===== src/rtl/bsel_pkg.sv =====
// Package: shared helpers for the ring-scan battery selector.
// Assumes the bank has at least two sources.
package bsel_pkg;

    // Default number of battery sources in the bank.
    localparam int unsigned BSEL_DEFAULT_SRC = 4;

    // Width-generic token rotation is done in the ring module; this
    // helper reports whether a token vector is legal (exactly one bit set).
    function automatic logic token_legal(input logic [31:0] vec, input int unsigned width);
        int unsigned ones;
        ones = 0;
        for (int unsigned k = 0; k < 32; k++) begin
            if (k < width && vec[k]) ones++;
        end
        return (ones == 1);
    endfunction

endpackage


===== src/rtl/bsel_sync_bank.sv =====
// Module: bsel_sync_bank
// Brings WIDTH asynchronous flags into the clock domain through a chain of
// STAGES flip-flops per bit. Assumes each flag is a slow level (no pulses
// shorter than a clock period need to be caught). Reset clears the chain.
module bsel_sync_bank #(
    parameter int unsigned WIDTH  = 4,
    parameter int unsigned STAGES = 2
) (
    input  logic             clk,
    input  logic             rst_n,
    input  logic [WIDTH-1:0] async_i,
    output logic [WIDTH-1:0] sync_o
);
    localparam int unsigned LAST = STAGES - 1;

    for (genvar b = 0; b < WIDTH; b++) begin : g_bit
        logic [STAGES-1:0] chain_q;

        // Shift the raw flag through the synchroniser chain.
        always_ff @(posedge clk) begin
            if (!rst_n) chain_q <= '0;
            else        chain_q <= {chain_q[STAGES-2:0], async_i[b]};
        end

        assign sync_o[b] = chain_q[LAST];
    end

endmodule


===== src/rtl/bsel_ring_ptr.sv =====
// Module: bsel_ring_ptr
// One-hot token that marks the candidate battery. Rotates one position
// upward (wrapping) when advance_i is high, holds otherwise. A token value
// that is not one-hot is forced back to battery 0. Assumes N_SRC >= 2.
module bsel_ring_ptr #(
    parameter int unsigned N_SRC = 4
) (
    input  logic             clk,
    input  logic             rst_n,
    input  logic             advance_i,
    output logic [N_SRC-1:0] token_o
);
    import bsel_pkg::*;

    localparam logic [N_SRC-1:0] HOME = N_SRC'(1);

    logic [N_SRC-1:0] token_q;
    logic             legal;

    // Legality of the current token value.
    always_comb legal = token_legal(32'(token_q), N_SRC);

    // Token register: reset home, repair, rotate or hold.
    always_ff @(posedge clk) begin
        if (!rst_n)         token_q <= HOME;
        else if (!legal)    token_q <= HOME;
        else if (advance_i) token_q <= {token_q[N_SRC-2:0], token_q[N_SRC-1]};
    end

    assign token_o = token_q;

    a_r9_token_onehot: assert property (@(posedge clk) disable iff (!rst_n)
        $past(rst_n) |-> $onehot(token_q));

    a_r6_rotate: assert property (@(posedge clk) disable iff (!rst_n)
        advance_i |=> token_q == {$past(token_q[N_SRC-2:0]), $past(token_q[N_SRC-1])});

    a_r7_hold: assert property (@(posedge clk) disable iff (!rst_n)
        !advance_i |=> $stable(token_q));

endmodule


===== src/rtl/bsel_enable_slice.sv =====
// Module: bsel_enable_slice
// Enable flip-flop of one battery. Set when this battery holds the token and
// is good; cleared when it does not hold the token while another battery is
// available; held otherwise. Assumes avail_i is the OR of all token-masked
// good flags.
module bsel_enable_slice (
    input  logic clk,
    input  logic rst_n,
    input  logic picked_i,
    input  logic good_i,
    input  logic avail_i,
    output logic en_o
);
    logic en_q;

    // Set, clear or hold the switch enable.
    always_ff @(posedge clk) begin
        if (!rst_n)                    en_q <= 1'b0;
        else if (picked_i && good_i)   en_q <= 1'b1;
        else if (!picked_i && avail_i) en_q <= 1'b0;
    end

    assign en_o = en_q;

    a_r4_set_on_good: assert property (@(posedge clk) disable iff (!rst_n)
        (picked_i && good_i) |=> en_q);

    a_r5_drop_on_handover: assert property (@(posedge clk) disable iff (!rst_n)
        (!picked_i && avail_i) |=> !en_q);

    a_r8_keep_until_replaced: assert property (@(posedge clk) disable iff (!rst_n)
        (en_q && !avail_i) |=> en_q);

endmodule


===== src/rtl/batt_ring_selector.sv =====
// Module: batt_ring_selector (top)
// Hunts for a good battery with a one-hot ring token and switches to it
// make-before-break. Assumes bat_good_i comes from free-running comparators
// and that N_SRC >= 2. Outputs are registered enables plus a combinational
// availability flag derived from registered state.
module batt_ring_selector #(
    parameter int unsigned N_SRC       = bsel_pkg::BSEL_DEFAULT_SRC,
    parameter int unsigned SYNC_STAGES = 2
) (
    input  logic             clk,
    input  logic             rst_n,
    input  logic [N_SRC-1:0] bat_good_i,
    output logic [N_SRC-1:0] bat_en_o,
    output logic             src_avail_o
);
    logic [N_SRC-1:0] good_s;
    logic [N_SRC-1:0] token;
    logic [N_SRC-1:0] masked_good;
    logic [N_SRC-1:0] en;
    logic             avail;
    logic             active_ok;
    logic             advance;

    bsel_sync_bank #(.WIDTH(N_SRC), .STAGES(SYNC_STAGES)) u_sync (
        .clk     (clk),
        .rst_n   (rst_n),
        .async_i (bat_good_i),
        .sync_o  (good_s)
    );

    bsel_ring_ptr #(.N_SRC(N_SRC)) u_ring (
        .clk       (clk),
        .rst_n     (rst_n),
        .advance_i (advance),
        .token_o   (token)
    );

    // Only the battery under the token may report availability.
    always_comb begin
        masked_good = token & good_s;
        avail       = |masked_good;
        active_ok   = |(en & good_s);
        advance     = !avail && !active_ok;
    end

    for (genvar i = 0; i < N_SRC; i++) begin : g_slice
        bsel_enable_slice u_slice (
            .clk      (clk),
            .rst_n    (rst_n),
            .picked_i (token[i]),
            .good_i   (good_s[i]),
            .avail_i  (avail),
            .en_o     (en[i])
        );
    end

    assign bat_en_o    = en;
    assign src_avail_o = avail;

    a_r5_single_enable: assert property (@(posedge clk) disable iff (!rst_n)
        $past(rst_n) |-> $onehot0(bat_en_o));

    a_r3_avail_gets_enable: assert property (@(posedge clk) disable iff (!rst_n)
        src_avail_o |=> $countones(bat_en_o) == 1);

    a_r1_reset_clears: assert property (@(posedge clk)
        !rst_n |=> (bat_en_o == '0) && !src_avail_o);

endmodule


===== config.mk =====
export PLATFORM = sky130hd
export DESIGN_NAME = batt_ring_selector
export DESIGN_NICKNAME = d
export VERILOG_FILES = /design/src/rtl/bsel_pkg.sv /design/src/rtl/bsel_sync_bank.sv /design/src/rtl/bsel_ring_ptr.sv /design/src/rtl/bsel_enable_slice.sv /design/src/rtl/batt_ring_selector.sv
export SDC_FILE = /design/constraint.sdc
export NUM_CORES = 1
export LEC_CHECK = 0
export ABC_AREA = 1
export BUFFER_PORTS_ARGS = -buffer_cell sky130_fd_sc_hd__buf_2
export CORE_MARGIN = 5
export CORE_UTILIZATION = 48
export CTS_CLUSTER_SIZE = 24
export DETAILED_ROUTE_END_ITERATION = 10
export PLACE_DENSITY = 0.76
export SLEW_MARGIN = 25
export SYNTH_ARGS = -nofsm -noshare
export SYNTH_HDL_FRONTEND = slang
export SYNTH_SLANG_ARGS = --single-unit

===== constraint.sdc =====
create_clock -name clk -period 1.6 [get_ports clk]
set_input_delay 0.08 -clock clk [delete_from_list [all_inputs] [get_ports clk]]
set_output_delay 0.08 -clock clk [all_outputs]
set_load 0.05 [all_outputs]

==> out/metrics.cfg <==
[finish]
multiInputGateArea_um2=359
area_growth_pct=25.9
regArea_um2=323
instances_no_fill=141
num-nets-final=135
fillerInstances=119
diodes=0
stdcell_area_um2=948
drive_above_1_share_pct=28.0

[clock_tree]
cts-root-buf=clkbuf_4
worstSkewPairLatency_ns=0.29
cts.sinks=16
cts.htree.levels=1
clockBufferDepth=2
cts.clk_slew.worst_paths_ns=0.09
cts_tree=done
cts_buffers=3

[die]
die_h_um=49.6
ioPinCount=11
dieArea_mm2=0.00246
fp.dieW_um=49.6
initial_core_util_pct=50.6
core_area_mm2=0.00149
rows=14

[worst_setup_path]
end_kind=register
arrival_ns=1.77
crit_required_ns=1.79
rr_worst_depth=14
worstSetupPathType=register to register
critical_path.max_fanout=4
start_kind=register

[logic_synthesis]
syn-num-nets=115
netlist-cell-type-count=16
synth_area_um2=753
synth_seq_cells=16
avgSynthCellArea_um2=7.11
seq_area_frac_synth_pct=42.5
syn-instance-count=106
ys_warn_count=0

[global_route]
first_global_vias=625
grt-ovfl-total=0
antenna_found_initial=0
grt_usage_pct=12.8
grt_pass1_wl_um=2490
grt_max_degree=11

[timing]
relSlewSlack_pct=75.8
finalHoldViolCount=0
fmax_ghz=0.633
finalCriticalPeriod_ns=1.58
setup_viol=0
skew_ns=0.00705
finalCritPeriodShare_pct=98.7
worstMarginPinSlew_ns=0.362
rsz0062_at_grt=true
drv_slew=0

[power]
p_leak_uw=0.000529
powerDensity_mw_per_mm2=1490
ir_worst_vdd_mv=0.611

[place]
dp_cells=130
portBuffers=10
routabilityCongestion=0.834
place_area_um2=810
dp_hpwl_um=942

[routing]
via_per_inst=4.72
dr.pass1.iters=4
finalWirelength_um=1380
drt-wirelength-per-cell_um=9.81
vias=666
remaining_drc_errors=0
drtIter0Drc=12
final_antenna_net_count=0

[run]
maxCapViolCount=0

[status]
status=finished, final reports clean

[hold_path]
hold_depth=3
hold_class=primary input to register

registers in the layout (all words and copies together), names as in the netlist:
name	count
u_ring.token_o	4
u_sync.g_bit.chain_q	8
g_slice.u_slice.en_o	4
path summary, 6_finish.rpt:
| check | startpoint | endpoint | slack, ns |
|---|---|---|---|
| worst max-delay path | u_ring.token_o[1] | u_ring.token_o[0] | 0.02 |
| worst min-delay path | rst_n | u_sync.g_bit[2].chain_q[0] | 0.09 |
| worst max register to register | u_ring.token_o[1] | u_ring.token_o[0] | 0.02 |
| worst min register to register | u_sync.g_bit[3].chain_q[0] | u_sync.g_bit[3].chain_q[1] | 0.42 |
per-layer routing:
metal / wire length [um] / share of wire, % / vias up / GRT usage [%]
li1: - / - / 357 / -
met1: 621 / 45 / 289 / 15.5
met2: 668 / 48 / 20 / 19.5
met3: 93 / 6.7 / 0 / 6.63
met4: 0 / 0 / 0 / 3.93
met5: 0 / 0 / - / 0
stage by stage:
| stage | setup slack, ns | hold WS (ns) | util [%] | setup TNS [ns] | total power, uW |
|---|---|---|---|---|---|
| after floorplan | 0.00386 | 0.178 | - | 0 | 828 |
| after global routing | -0.0920 | 0.0900 | 63.7 | -0.274 | 1540 |
| after detailed placement | -0.0504 | 0.265 | 54.4 | -0.0741 | 935 |
| final | 0.0200 | 0.0917 | 63.7 | 0 | 1420 |
| after CTS | 0.0120 | 0.0892 | 61.3 | 0 | 1280 |
| after global placement | -0.0146 | 0.262 | 54.4 | -0.0146 | 921 |
synth_stat cells:
cell type	instances	area share, %
nor2_4	1	1.5
nand2_2	1	0.83
nand4_1	1	0.83
nand2_1	34	17
nand2_4	1	1.5
a21oi_1	4	2.7
dfxtp_1	16	43
ha_1	3	5.0
buf_4	4	4.0
nor2_2	1	0.83
inv_1	20	10
o21ai_0	6	4.0
nor2_1	6	3.0
o21ai_1	1	0.66
clkbuf_8	1	1.8
nand3_1	6	4.0
cells in the final DEF, fill, tap and decap left out:
cell type / instances
a21oi_1: 4
buf_2: 10
buf_4: 6
clkbuf_4: 3
clkbuf_8: 1
dfxtp_1: 14
dfxtp_2: 2
dlygate4sd3_1: 4
ha_1: 1
ha_4: 2
inv_1: 17
inv_2: 3
nand2_1: 31
nand2_2: 4
nand2_4: 1
nand3_1: 6
nand4_1: 1
nor2_1: 5
nor2_4: 3
o21ai_0: 4
o21ai_1: 3
logic make-up (layout without fill, tap and decap cells):
logic type                 Yosys count  after routing  share of synthesized area, %
AOI/OAI and AO/OA                   11             11                          7.31
DFF                                 16             16                          42.5
adders and majority gates            3              3                          4.98
buffers and inverters               25             44                          15.8
and+or+nand+nor                     51             51                          29.4
critical path: stages, from the launching register on:
cell and delay, ns:
dfxtp_2 0.37, inv_2 0.05, ha_4 0.28, nand2_2 0.06, inv_2 0.09, nor2_4 0.04
ha_4 0.15, nand2_2 0.06, inv_1 0.04, nand2_1 0.05, nand3_1 0.06, inv_1 0.06
nand2_2 0.07, inv_1 0.06, nand2_1 0.04
where the power goes:
part | leakage (uW) | internal (uW) | switching, uW
clock | 0.0000210 | 139 | 123
combinational | 0.000377 | 317 | 343
sequential | 0.000131 | 449 | 46.1
cell type report:
type,count,share of cell area [%]
Multi-Input combinational cell,65,37.9
Sequential cell,16,34.0
Timing Repair Buffer,20,14.2
Inverter,20,7.92
Clock buffer,4,3.83
Tap cell,16,2.11
repair_timing:
item | in CTS | in global routing
pin swaps | 5 | 4
setup endpoints to repair | 4 | 4
hold buffers | 4 | 0
resized for setup | 4 | 6
setup buffers | 2 | 1
hold endpoints to repair | 4 | 0
(Power assumes the default switching activity.)
